[src/rtl/rdp_pkg.sv]
package rdp_pkg;

    typedef enum logic {
        LAT_ZERO   = 1'b0,
        LAT_NORMAL = 1'b1
    } lat_mode_e;

    typedef enum logic [1:0] {
        OP_IDLE    = 2'd0,
        OP_READ    = 2'd1,
        OP_RT_LOAD = 2'd2,
        OP_RT_ONLY = 2'd3
    } rd_op_e;

    // Lap bit for a pointer rewound to index zero: an exhausted write
    // index means the array is full (or empty when nothing was written).
    function automatic logic rewind_lap(input logic wr_lap, input logic wr_idx_zero);
        return wr_idx_zero ? 1'b0 : wr_lap;
    endfunction

    function automatic logic loads_output(input rd_op_e op);
        return (op == OP_READ) || (op == OP_RT_LOAD);
    endfunction

endpackage

[src/rtl/rdp_ctrl.sv]
module rdp_ctrl
    import rdp_pkg::*;
(
    input  logic      clk,
    input  logic      rst,
    input  logic      rd_en,
    input  logic      rt_n,
    input  logic      lat_sel,
    input  logic      empty,
    input  logic      wr_nonzero,
    output lat_mode_e mode,
    output rd_op_e    op
);

    lat_mode_e mode_q;

    always_ff @(posedge clk) begin
        if (rst) begin
            mode_q <= lat_mode_e'(lat_sel);
        end
    end

    always_comb begin
        op = OP_IDLE;
        if (rst) begin
            op = OP_IDLE;
        end else if (!rt_n) begin
            if (mode_q == LAT_ZERO && wr_nonzero) begin
                op = OP_RT_LOAD;
            end else begin
                op = OP_RT_ONLY;
            end
        end else if (rd_en && !empty) begin
            op = OP_READ;
        end
    end

    assign mode = mode_q;

    // the latency mode only moves under reset
    assert_mode_fixed_R8: assert property (@(posedge clk) disable iff (rst)
        !rst |=> $stable(mode_q));

endmodule

[src/rtl/rdp_ptr.sv]
module rdp_ptr
    import rdp_pkg::*;
#(
    parameter int ADDR_W = 4
) (
    input  logic              clk,
    input  logic              rst,
    input  rd_op_e            op,
    input  logic [ADDR_W:0]   wr_ptr,
    output logic [ADDR_W:0]   rd_ptr,
    output logic [ADDR_W-1:0] raddr,
    output logic              empty
);

    localparam int PW    = ADDR_W + 1;
    localparam int DEPTH = 2 ** ADDR_W;

    logic [PW-1:0] rd_q;
    logic [PW-1:0] rewind_ptr;
    logic [PW-1:0] occ;

    assign rewind_ptr = {rewind_lap(wr_ptr[ADDR_W], wr_ptr[ADDR_W-1:0] == '0),
                         {ADDR_W{1'b0}}};

    always_ff @(posedge clk) begin
        if (rst) begin
            rd_q <= '0;
        end else begin
            unique case (op)
                OP_READ:    rd_q <= rd_q + PW'(1);
                OP_RT_LOAD: rd_q <= rewind_ptr + PW'(1);
                OP_RT_ONLY: rd_q <= rewind_ptr;
                default:    rd_q <= rd_q;
            endcase
        end
    end

    assign raddr  = (op == OP_RT_LOAD) ? '0 : rd_q[ADDR_W-1:0];
    assign empty  = (rd_q == wr_ptr);
    assign rd_ptr = rd_q;
    assign occ    = wr_ptr - rd_q;

    // an accepted read moves the pointer by exactly one
    assert_advance_R2: assert property (@(posedge clk) disable iff (rst)
        (op == OP_READ) |=> (rd_q == $past(rd_q) + PW'(1)));

    // a zero-latency replay leaves the pointer at location 1
    assert_replay_next_R5: assert property (@(posedge clk) disable iff (rst)
        (op == OP_RT_LOAD) |=> (rd_q[ADDR_W-1:0] == ADDR_W'(1)));

    // the read side never falls behind by more than a full array
    assert_occ_bound_R7: assert property (@(posedge clk) disable iff (rst)
        occ <= PW'(DEPTH));

endmodule

[src/rtl/rdp_outreg.sv]
module rdp_outreg
    import rdp_pkg::*;
#(
    parameter int DATA_W = 8
) (
    input  logic              clk,
    input  logic              rst,
    input  rd_op_e            op,
    input  logic [DATA_W-1:0] mem_rdata,
    output logic [DATA_W-1:0] dout
);

    always_ff @(posedge clk) begin
        if (rst) begin
            dout <= '0;
        end else if (loads_output(op)) begin
            dout <= mem_rdata;
        end
    end

    // no accepted read, no change at the output
    assert_idle_hold_R3: assert property (@(posedge clk) disable iff (rst)
        (op == OP_IDLE) |=> $stable(dout));

    // normal-latency rewind keeps the output register
    assert_rt_hold_R6: assert property (@(posedge clk) disable iff (rst)
        (op == OP_RT_ONLY) |=> $stable(dout));

    // zero-latency rewind loads the addressed word on the same edge
    assert_zero_lat_R5: assert property (@(posedge clk) disable iff (rst)
        (op == OP_RT_LOAD) |=> (dout == $past(mem_rdata)));

endmodule

[src/rtl/rdp_top.sv]
module rdp_top
    import rdp_pkg::*;
#(
    parameter int DATA_W = 8,
    parameter int ADDR_W = 4
) (
    input  logic              clk,
    input  logic              rst,
    input  logic              rd_en,
    input  logic              rt_n,
    input  logic              lat_sel,
    input  logic [ADDR_W:0]   wr_ptr,
    output logic [ADDR_W-1:0] mem_raddr,
    input  logic [DATA_W-1:0] mem_rdata,
    output logic [DATA_W-1:0] dout,
    output logic              empty
);

    lat_mode_e         mode;
    rd_op_e            op;
    logic [ADDR_W:0]   rd_ptr;
    logic              empty_w;

    rdp_ctrl u_ctrl (
        .clk        (clk),
        .rst        (rst),
        .rd_en      (rd_en),
        .rt_n       (rt_n),
        .lat_sel    (lat_sel),
        .empty      (empty_w),
        .wr_nonzero (wr_ptr != '0),
        .mode       (mode),
        .op         (op)
    );

    rdp_ptr #(.ADDR_W(ADDR_W)) u_ptr (
        .clk    (clk),
        .rst    (rst),
        .op     (op),
        .wr_ptr (wr_ptr),
        .rd_ptr (rd_ptr),
        .raddr  (mem_raddr),
        .empty  (empty_w)
    );

    rdp_outreg #(.DATA_W(DATA_W)) u_out (
        .clk       (clk),
        .rst       (rst),
        .op        (op),
        .mem_rdata (mem_rdata),
        .dout      (dout)
    );

    assign empty = empty_w;

    // a retransmit request always rewinds, whatever rd_en says
    assert_rt_priority_R4: assert property (@(posedge clk) disable iff (rst)
        !rt_n |=> (rd_ptr[ADDR_W-1:0] <= ADDR_W'(1)));

    // zero-latency replay with nothing written stays empty
    assert_empty_replay_R9: assert property (@(posedge clk) disable iff (rst)
        (!rt_n && wr_ptr == '0 && mode == LAT_ZERO) |=> ($stable(dout) && empty));

endmodule

[config.mk]
export PLATFORM = sky130hd
export DESIGN_NAME = rdp_top
export DESIGN_NICKNAME = d
export VERILOG_FILES = /design/src/rtl/rdp_pkg.sv /design/src/rtl/rdp_ctrl.sv /design/src/rtl/rdp_ptr.sv /design/src/rtl/rdp_outreg.sv /design/src/rtl/rdp_top.sv
export SDC_FILE = /design/constraint.sdc
export NUM_CORES = 1
export LEC_CHECK = 0
export ABC_AREA = 1
export BUFFER_PORTS_ARGS = -buffer_cell sky130_fd_sc_hd__buf_2
export CAP_MARGIN = 20
export CORE_MARGIN = 4
export CORE_UTILIZATION = 46
export DETAILED_ROUTE_END_ITERATION = 12
export GPL_TIMING_DRIVEN = 1
export PLACE_DENSITY_LB_ADDON = 0.12
export SETUP_SLACK_MARGIN = 0.4
export SLEW_MARGIN = 10
export SYNTH_ARGS = -nofsm -noshare
export SYNTH_HDL_FRONTEND = slang
export SYNTH_SLANG_ARGS = --single-unit
[constraint.sdc]
create_clock -name clk -period 1.95 [get_ports clk]
set_input_delay 0.195 -clock clk [delete_from_list [all_inputs] [get_ports clk]]
set_output_delay 0.195 -clock clk [all_outputs]
set_load 0.01 [all_outputs]
==> results of run 1 <==
[per-layer routing]
layer  vias to the layer above  wire length [um]  global-route usage
met5                         -                 0                   0
li1                        458                 -                   -
met2                        45              1030               0.293
met1                       385               910               0.223
met4                         0                34              0.0673
met3                         6               201              0.0550
[power groups by stage]
stage               sequential, mW  clock (mW)  combinational [mW]
global route                 0.331       0.242               0.246
detailed placement           0.336           0               0.161
global placement             0.335           0               0.158
floorplan                    0.346           0              0.0851
CTS                          0.327       0.217               0.191
finish                       0.327       0.214               0.222
[flip-flops by register name, summed over array words and instances (netlist names)]
name          flops
u_out.dout        8
u_ptr.rd_ptr      5
u_ctrl.mode       1
[metrics by stage]
stage                     cells  setup slack, ns  instance area (um^2)
final                       180            0.204                  1200
after global routing        180           0.0957                  1200
after CTS                   175            0.180                  1120
after detailed placement    162            0.172                   952
after global placement      162            0.182                   952
after floorplan             115            0.406                   772
[path summary, 6_finish.rpt]
kind,start,end,slack (ns),cells after the start
worst max register to register,u_ptr.rd_ptr[0],u_ptr.rd_ptr[3],0.22,13
worst max-delay path,u_ptr.rd_ptr[0],mem_raddr[3],0.20,9
worst min-delay path,lat_sel,u_ctrl.mode,0.08,1
worst min register to register,u_out.dout[3],u_out.dout[3],0.48,2
[repair_timing]
| item | 4_1_cts | 5_1_grt |
|---|---|---|
| endpoints found under the setup margin | 17 | 18 |
| gates cloned | 0 | 0 |
| setup buffers | 9 | 5 |
| pin swaps | 7 | 7 |
| resized for setup | 21 | 18 |
[cell families (layout without fill, tap and decap cells)]
| family | Yosys count | in the layout |
|---|---|---|
| AOI/OAI and AO/OA | 19 | 19 |
| xor gates and xnor gates | 2 | 2 |
| adders and majority gates | 4 | 4 |
| buffers and inverters | 17 | 66 |
| DFF | 14 | 14 |
| and+or+nand+nor | 59 | 59 |
[cell usage in the layout, fill, tap and decap left out, types with 3 or more instances in the layout]
master	instances
sky130_fd_sc_hd__buf_6	4
sky130_fd_sc_hd__dfxtp_1	9
sky130_fd_sc_hd__nor2_1	30
sky130_fd_sc_hd__clkbuf_4	3
sky130_fd_sc_hd__buf_2	29
sky130_fd_sc_hd__inv_2	4
sky130_fd_sc_hd__o21ai_2	3
sky130_fd_sc_hd__inv_1	10
sky130_fd_sc_hd__nand2_1	19
sky130_fd_sc_hd__buf_4	12
sky130_fd_sc_hd__o21ai_1	5
sky130_fd_sc_hd__o21ai_0	5
[area by class of cell]
type / count / area [um^2]
repair buffers: 46 / 285
well taps: 16 / 20.0
flip-flops and latches: 14 / 300
multi-input cells: 84 / 487
inverters: 16 / 67.6
fillers: 116 / 345
clock buffers: 4 / 36.3
==> impl_metrics.sql, run 1 <==
INSERT INTO impl_metrics (metric_group, metric, value, unit) VALUES
('synth', 'postSynthAreaPerCell', '6.71', 'um^2'),
('run', 'timing.max_cap.violations', '0', ''),
('synth', 'post_synth_num_cell_types', '21', ''),
('floorplanning', 'floorplan.io_pins', '31', ''),
('setup_path', 'worst_setup_path_start_kind', 'flop', ''),
('sta', 'setup_viol_count_final', '0', ''),
('clock_tree', 'ctsHtreeMaxLevel', '1', ''),
('synth', 'synth-compound-area-share', '0.128', ''),
('sta', 'final_cycle_utilization_of_the_critical_path', '0.896', ''),
('power', 'cellPowerDensity', '638', 'nW/um^2'),
('sta', 'rsz0062_at_grt', 'true', ''),
('sta', 'finalWorstPathRequiredPeriod', '1.75', 'ns'),
('power', 'p_leak', '0.614', 'nW'),
('synth', 'synthDominantAreaCellType', 'sky130_fd_sc_hd__dfxtp_1', ''),
('min_path', 'hold_path_class', 'in2reg', ''),
('synth', 'synth.most_common_cell', 'sky130_fd_sc_hd__nor2_1', ''),
('drt', 'wl', '2170', 'um'),
('drt', 'remaining_antenna_violation_count', '0', ''),
('synth', 'synth.area.top_cells', 'sky130_fd_sc_hd__dfxtp_1 (34%), sky130_fd_sc_hd__nor2_1 (15%), sky130_fd_sc_hd__nand2_1 (9.2%)', ''),
('sta', 'slew_headroom', '0.796', ''),
('setup_path', 'crit_top_cell', 'sky130_fd_sc_hd__nor2_1', ''),
('setup_path', 'critical_path_class', 'reg2out', ''),
('power', 'p_comb_frac', '0.291', ''),
('power', 'total_power', '0.763', 'mW'),
('synth', 'synth.top_cell.area_share', '0.337', ''),
('synth', 'synth_mux_area_frac', '0', ''),
('sta', 'tightest_slew', '0.306', 'ns'),
('floorplanning', 'core', '1540', 'um^2'),
('clock_tree', 'max_root_sink_buffers', '2', ''),
('synth', 'synth_nets', '137', ''),
('synth', 'seq_area_frac_synth', '0.376', ''),
('drt', 'remaining_drc_errors', '0', ''),
('status', 'run_status', 'complete, no violations', ''),
('final_layout', 'nNetsFinal', '187', ''),
('synth', 'yosys_register_bits', '14', ''),
('final_layout', 'area_growth', '54.9', '%'),
('setup_path', 'critical_path.top_delay_family', 'simple AND/OR/NAND/NOR gates', ''),
('sta', 'max_freq', '0.573', 'GHz'),
('clock_tree', 'clk_transition_reported_paths', '0.08', 'ns'),
('sta', 'final_hold_viol_count', '0', ''),
('floorplanning', 'cell_rows', '14', ''),
('floorplanning', 'initial_core_util', '0.501', ''),
('sta', 'finalMaxSlewViolations', '0', ''),
('synth', 'synth_adder_area_share', '0.0648', ''),
('synth', 'post_synth_and_or_nand_nor_area_fraction', '0.324', ''),
('grt', 'first_pass_grt_wire_length', '3470', 'um'),
('setup_path', 'combined_buffer_and_inverter_count_along_the_critical_path', '2', ''),
('power', 'seq_power_share', '0.428', ''),
('synth', 'yosys_most_used_dff', 'sky130_fd_sc_hd__dfxtp_1', ''),
('power', 'power.share.switching', '0.306', ''),
('clock_tree', 'clock_latency', '0.29', 'ns'),
('setup_path', 'critical_path_arrival', '1.55', 'ns'),
('floorplanning', 'floorplan.die_area', '2400', 'um^2'),
('floorplanning', 'die_w', '49.0', 'um'),
('synth', 'async_flop_share', '0', ''),
('synth', 'synth_xor_area_frac', '0.0227', ''),
('grt', 'grt_pass1_vias', '810', ''),
('setup_path', 'worstPathMaxFanout', '5', ''),
('placement', 'place.port_buffers', '30', ''),
('drt', 'drt_first_pass_iters', '4', ''),
('placement', 'gpl.final_weighted_congestion', '0.797', ''),
('setup_path', 'master_of_the_slowest_instance_on_the_critical_path', 'sky130_fd_sc_hd__dfxtp_2', ''),
('power', 'share_clk_of_total_power', '0.281', ''),
('grt', 'number_of_antenna_violations_at_the_first_check_in_global_routing', '0', ''),
('placement', 'dp.final_hpwl', '1420', 'um'),
('synth', 'synth.cell_area', '772', 'um^2'),
('clock_tree', 'cts_inserted_buffers', '3', ''),
('clock_tree', 'total_clock_sinks', '14', ''),
('synth', 'gate_count_after_technology_mapping', '115', ''),
('synth', 'synth_top_family_by_area', 'simple AND/OR/NAND/NOR gates', ''),
('setup_path', 'cp-end-kind', 'output port', '');
(Power assumes the default switching activity.)
==> run 2: changes to the inputs <==
--- a/config.mk
+++ b/config.mk
@@ -8,8 +8,10 @@
 export ABC_AREA = 1
 export BUFFER_PORTS_ARGS = -buffer_cell sky130_fd_sc_hd__buf_2
 export CAP_MARGIN = 20
+export CELL_PAD_IN_SITES_DETAIL_PLACEMENT = 1
+export CELL_PAD_IN_SITES_GLOBAL_PLACEMENT = 1
 export CORE_MARGIN = 4
-export CORE_UTILIZATION = 46
+export CORE_UTILIZATION = 31
 export DETAILED_ROUTE_END_ITERATION = 12
 export GPL_TIMING_DRIVEN = 1
 export PLACE_DENSITY_LB_ADDON = 0.12
==> run 2 against run 1 <==
Net effect:
- register-to-register slack worse by 0.09 ns
- largest power group unchanged
- power up 7.1%
- setup slack worse by 0.11 ns
==> impl_metrics.sql, run 2 (synthesized netlist as in run 1, its figures left out) <==
INSERT INTO impl_metrics (metric_group, metric, value, unit) VALUES
('grt', 'congestion_overflow_gr', '0', ''),
('floorplanning', 'initial_core_util', '0.336', ''),
('sta', 'final_cycle_utilization_of_the_critical_path', '0.953', ''),
('setup_path', 'worstSetupStartpoint', 'u_ptr.rd_ptr[2]', ''),
('sta', 'final_hold_viol_count', '0', ''),
('clock_tree', 'ctsHtreeMaxLevel', '1', ''),
('setup_path', 'worstPathMaxFanout', '6', ''),
('sta', 'setup_viol_count_final', '0', ''),
('placement', 'placement.cell_area', '967', 'um^2'),
('power', 'p_leak', '0.619', 'nW'),
('drt', 'drt_first_pass_iters', '4', ''),
('sta', 'slew_headroom', '0.729', ''),
('min_path', 'worstHoldStart', 'lat_sel', ''),
('final_layout', 'finish.instance_area', '1270', 'um^2'),
('floorplanning', 'cell_rows', '17', ''),
('sta', 'final.hold.worst_slack', '0.0708', 'ns'),
('setup_path', 'critical_path_rt', '1.75', 'ns'),
('setup_path', 'cp-end-kind', 'output port', ''),
('power', 'vdd.ir_drop.worst', '0.000492', 'V'),
('grt', 'number_of_antenna_violations_at_the_first_check_in_global_routing', '0', ''),
('sta', 'final.setup_skew', '0.00665', 'ns'),
('final_layout', 'register_cell_area_after_layout', '303', 'um^2'),
('clock_tree', 'cts_tree', 'built', ''),
('final_layout', 'leading_cell_type_in_the_layout_fill_and_taps_excluded', 'sky130_fd_sc_hd__buf_2', ''),
('drt', 'route.detailed.wl_per_inst', '15.4', 'um'),
('min_path', 'hold_path_class', 'in2reg', ''),
('setup_path', 'worst_path_largest_cell_delay', '0.38', 'ns'),
('clock_tree', 'total_clock_sinks', '14', ''),
('clock_tree', 'max_root_sink_buffers', '2', ''),
('floorplanning', 'dieHeight', '57.9', 'um'),
('placement', 'dp.final_hpwl', '1710', 'um'),
('sta', 'max_freq', '0.538', 'GHz'),
('grt', 'first_pass_grt_wire_length', '4200', 'um'),
('final_layout', 'register_containing_the_most_flip_flops_in_the_final_layout', 'u_out.dout', ''),
('placement', 'gpl.final_weighted_congestion', '0.748', ''),
('final_layout', 'postLayoutCoreUtil', '0.555', ''),
('setup_path', 'critical_path.reg2reg.startpoint', 'u_ptr.rd_ptr[2]', ''),
('status', 'run_status', 'complete, no violations', ''),
('floorplanning', 'die_w', '57.9', 'um'),
('drt', 'wl', '2910', 'um'),
('final_layout', 'multiInputGateArea', '551', 'um^2'),
('final_layout', 'area_growth', '65.2', '%'),
('setup_path', 'worst_setup_path_start_kind', 'flop', ''),
('final_layout', 'final_layout_size_suffix_gt1_frac', '0.516', ''),
('setup_path', 'crit_chain', 'inv_2 > nand2_1 > nand2_2 > nor2_4 > nand3_4 > a21oi_4 > ha_4 > nor2_1 > buf_2', ''),
('setup_path', 'critical_path_class', 'reg2out', ''),
('drt', 'remaining_antenna_violation_count', '0', ''),
('grt', 'gr-usage-all-layers', '0.170', ''),
('clock_tree', 'ctsHoldBuffers', '0', ''),
('floorplanning', 'core', '2300', 'um^2'),
('grt', 'grt_max_degree', '12', ''),
('sta', 'tightest_slew', '0.406', 'ns'),
('clock_tree', 'cts_inserted_buffers', '3', ''),
('sta', 'finalMaxSlewViolations', '0', ''),
('setup_path', 'critical_path_arrival', '1.66', 'ns'),
('placement', 'place.port_buffers', '30', ''),
('grt', 'grt_pass1_vias', '909', ''),
('floorplanning', 'floorplan.io_pins', '31', ''),
('final_layout', 'nNetsFinal', '184', ''),
('final_layout', 'largest_register_ff_count', '8', ''),
('drt', 'remaining_drc_errors', '0', ''),
('sta', 'rsz0062_at_grt', 'true', ''),
('setup_path', 'combined_buffer_and_inverter_count_along_the_critical_path', '2', ''),
('final_layout', 'layout.cells.most_common_list', 'sky130_fd_sc_hd__buf_2 (30), sky130_fd_sc_hd__nor2_1 (25), sky130_fd_sc_hd__nand2_1 (14)', ''),
('sta', 'finalWorstPathRequiredPeriod', '1.86', 'ns'),
('clock_tree', 'cts_root_buffer', 'sky130_fd_sc_hd__clkbuf_4', ''),
('clock_tree', 'clk_transition_reported_paths', '0.10', 'ns'),
('sta', 'final.setup.tns', '0', 'ns'),
('final_layout', 'fillers', '297', ''),
('run', 'timing.max_cap.violations', '0', ''),
('drt', 'routed_via_density', '4.89', ''),
('clock_tree', 'clock_latency', '0.30', 'ns'),
('final_layout', 'antenna_cells_inserted', '0', ''),
('power', 'cellPowerDensity', '641', 'nW/um^2'),
('drt', 'routed-via-count', '924', ''),
('setup_path', 'master_of_the_slowest_instance_on_the_critical_path', 'sky130_fd_sc_hd__dfxtp_4', ''),
('drt', 'drt-initial-drc-count', '17', ''),
('setup_path', 'critical_path.top_delay_family', 'simple AND/OR/NAND/NOR gates', ''),
('floorplanning', 'floorplan.die_area', '3350', 'um^2');
run 2: repair_timing:
item,CTS,global route
pin swaps,10,18
setup endpoints to repair,17,18
resized for setup,23,39
gates cloned,0,0
setup buffers,8,3
run 2: path summary, 6_finish.rpt:
kind,to,slack [ns],depth (start not counted)
min reg2reg,u_out.dout[2],0.48,2
min,u_ctrl.mode,0.07,1
max,mem_raddr[0],0.09,9
max reg2reg,u_ptr.rd_ptr[3],0.13,13
run 2: report_power, final:
| group | switching (mW) | internal (mW) | total (mW) |
|---|---|---|---|
| Combinational | 0.143 | 0.120 | 0.264 |
| Sequential | 0.0177 | 0.313 | 0.331 |
| Clock | 0.109 | 0.114 | 0.223 |
run 2: cell type report:
cell class | instances | share of cell area
well taps | 28 | 0.0275
multi-input cells | 84 | 0.432
inverters | 16 | 0.0589
flip-flops and latches | 14 | 0.237
clock buffers | 4 | 0.0285
repair buffers | 43 | 0.216
run 2: stage by stage:
stage          power (mW)  std cells  worst slack [ns]
6_report            0.817        189            0.0916
5_1_grt             0.866        189            0.0231
4_1_cts             0.743        186             0.142
3_5_place_dp        0.502        174            0.0988
3_3_place_gp        0.498        174             0.165
2_1_floorplan       0.431        115             0.406
run 2: layer usage:
metal  wire, um  up-vias  GRT usage
li1           -      458          -
met1       1250      431      0.217
met2       1440       28      0.261
met3        132        7     0.0290
met4         91        0      0.109
met5          0        -          0
==> run 3: changes to the inputs <==
--- a/config.mk
+++ b/config.mk
@@ -14,6 +14,7 @@
 export CORE_UTILIZATION = 31
 export DETAILED_ROUTE_END_ITERATION = 12
 export GPL_TIMING_DRIVEN = 1
+export HOLD_SLACK_MARGIN = 0.12
 export PLACE_DENSITY_LB_ADDON = 0.12
 export SETUP_SLACK_MARGIN = 0.4
 export SLEW_MARGIN = 10
==> run 3 against run 2 <==
Net effect:
- clock skew decreased by 0.0035 ns
- design area grew 1.6%
- count of clock-buffer cells in the layout stayed put
- largest cell class unchanged
==> impl_metrics.sql, run 3 (synthesized netlist as in run 1, its figures left out) <==
INSERT INTO impl_metrics (metric_group, metric, value, unit) VALUES
('grt', 'first_pass_grt_wire_length', '4260', 'um'),
('final_layout', 'largest_register_ff_count', '8', ''),
('floorplanning', 'floorplan.io_pins', '31', ''),
('grt', 'number_of_antenna_violations_at_the_first_check_in_global_routing', '0', ''),
('drt', 'routed-via-count', '932', ''),
('final_layout', 'fillers', '293', ''),
('sta', 'finalMaxSlewViolations', '0', ''),
('clock_tree', 'max_root_sink_buffers', '2', ''),
('run', 'timing.max_cap.violations', '0', ''),
('setup_path', 'critical_path_arrival', '1.66', 'ns'),
('setup_path', 'cp-end-kind', 'output port', ''),
('final_layout', 'area_growth', '67.7', '%'),
('drt', 'route.detailed.wl_per_inst', '15.5', 'um'),
('setup_path', 'critical_path_rt', '1.75', 'ns'),
('floorplanning', 'cell_rows', '17', ''),
('drt', 'routed_via_density', '4.88', ''),
('power', 'cellPowerDensity', '631', 'nW/um^2'),
('min_path', 'hold_path_class', 'in2reg', ''),
('clock_tree', 'cts_tree', 'built', ''),
('floorplanning', 'core', '2300', 'um^2'),
('final_layout', 'multiInputGateArea', '551', 'um^2'),
('drt', 'wl', '2970', 'um'),
('placement', 'gpl.final_weighted_congestion', '0.748', ''),
('final_layout', 'register_containing_the_most_flip_flops_in_the_final_layout', 'u_out.dout', ''),
('clock_tree', 'cts_inserted_buffers', '3', ''),
('power', 'p_leak', '0.627', 'nW'),
('grt', 'gr-usage-all-layers', '0.172', ''),
('floorplanning', 'initial_core_util', '0.336', ''),
('setup_path', 'critical_path_class', 'reg2out', ''),
('sta', 'final.setup_skew', '0.00318', 'ns'),
('setup_path', 'worstPathMaxFanout', '6', ''),
('sta', 'tightest_slew', '0.384', 'ns'),
('power', 'total_power', '0.817', 'mW'),
('status', 'run_status', 'complete, no violations', ''),
('drt', 'remaining_drc_errors', '0', ''),
('drt', 'remaining_antenna_violation_count', '0', ''),
('clock_tree', 'cts_root_buffer', 'sky130_fd_sc_hd__clkbuf_4', ''),
('placement', 'place.port_buffers', '30', ''),
('sta', 'final_cycle_utilization_of_the_critical_path', '0.949', ''),
('power', 'vdd.ir_drop.worst', '0.000493', 'V'),
('sta', 'setup_viol_count_final', '0', ''),
('final_layout', 'layout.cells.most_common_list', 'sky130_fd_sc_hd__buf_2 (30), sky130_fd_sc_hd__nor2_1 (25), sky130_fd_sc_hd__nand2_1 (14)', ''),
('floorplanning', 'die_w', '57.9', 'um'),
('drt', 'drt_first_pass_iters', '3', ''),
('sta', 'slew_headroom', '0.744', ''),
('sta', 'final_hold_viol_count', '0', ''),
('sta', 'finalWorstPathRequiredPeriod', '1.85', 'ns'),
('clock_tree', 'clk_transition_reported_paths', '0.09', 'ns'),
('sta', 'rsz0062_at_grt', 'true', ''),
('placement', 'dp.final_hpwl', '1710', 'um'),
('clock_tree', 'total_clock_sinks', '14', ''),
('sta', 'max_freq', '0.540', 'GHz'),
('final_layout', 'leading_cell_type_in_the_layout_fill_and_taps_excluded', 'sky130_fd_sc_hd__buf_2', ''),
('drt', 'drt-initial-drc-count', '11', ''),
('sta', 'final.setup.tns', '0', 'ns'),
('grt', 'grt_pass1_vias', '906', ''),
('final_layout', 'register_cell_area_after_layout', '303', 'um^2'),
('final_layout', 'final_layout_size_suffix_gt1_frac', '0.509', ''),
('grt', 'grt_max_degree', '12', ''),
('clock_tree', 'clock_latency', '0.29', 'ns'),
('floorplanning', 'dieHeight', '57.9', 'um'),
('final_layout', 'antenna_cells_inserted', '0', ''),
('grt', 'congestion_overflow_gr', '0', ''),
('setup_path', 'worst_setup_path_start_kind', 'flop', ''),
('clock_tree', 'ctsHtreeMaxLevel', '1', ''),
('final_layout', 'nNetsFinal', '186', ''),
('floorplanning', 'floorplan.die_area', '3350', 'um^2');
## run 3: cell types whose count changed in the layout (fill, tap and decap cells not counted), sizes merged
cell / delta
dlygate4sd3: +2
## run 3: path summary, 6_finish.rpt
check                  start         endpoint  slack (ns)  cells past startpoint
max          u_ptr.rd_ptr[2]     mem_raddr[0]         0.1                      9
min             mem_rdata[1]    u_out.dout[1]        0.13                      3
max reg2reg  u_ptr.rd_ptr[2]  u_ptr.rd_ptr[3]        0.13                     13
min reg2reg    u_out.dout[2]    u_out.dout[2]        0.48                      2
## run 3: worst max-delay path, cell delays in order, from the launching register on
cell	delay, ns
sky130_fd_sc_hd__dfxtp_4	0.38
sky130_fd_sc_hd__inv_2	0.05
sky130_fd_sc_hd__nand2_1	0.06
sky130_fd_sc_hd__nand2_2	0.06
sky130_fd_sc_hd__nor2_4	0.13
sky130_fd_sc_hd__nand3_4	0.10
sky130_fd_sc_hd__a21oi_4	0.20
sky130_fd_sc_hd__ha_4	0.20
sky130_fd_sc_hd__nor2_1	0.05
sky130_fd_sc_hd__buf_2	0.13
## run 3: through the flow
step / utilization / worst slack, ns / hold slack [ns] / instances / instance area [um^2]
floorplan: - / 0.406 / 0.264 / 115 / 772
global placement: 0.421 / 0.165 / 0.372 / 174 / 967
detailed placement: 0.421 / 0.0988 / 0.381 / 174 / 967
CTS: 0.491 / 0.142 / 0.124 / 187 / 1130
global route: 0.564 / 0.0232 / 0.140 / 191 / 1290
finish: 0.564 / 0.0991 / 0.133 / 191 / 1290
## run 3: layout make-up
cell class,count,area share
inverter,16,0.0580
clock buffer,4,0.0280
multi-input combinational,84,0.425
timing repair buffer,45,0.228
sequential,14,0.234
tap,28,0.0271
## run 3: where the power goes
| part | switching [mW] | total, mW | internal (mW) |
|---|---|---|---|
| clock network | 0.105 | 0.219 | 0.114 |
| logic | 0.144 | 0.267 | 0.123 |
| registers | 0.0178 | 0.331 | 0.313 |
## run 3: metal layers
layer  up-vias  routed length [um]  global-route usage
li1        462                   -                   -
met1       437                1250               0.222
met2        26                1490               0.263
met3         7                 131              0.0290
met4         0                  90               0.109
met5         -                   0                   0
## run 3: timing repair
item,4_1_cts,5_1_grt
endpoints found under the setup margin,17,18
gates resized for setup,23,39
hold buffers,1,1
pin swaps,10,18
endpoints found under the hold margin,1,1
setup buffers,8,3
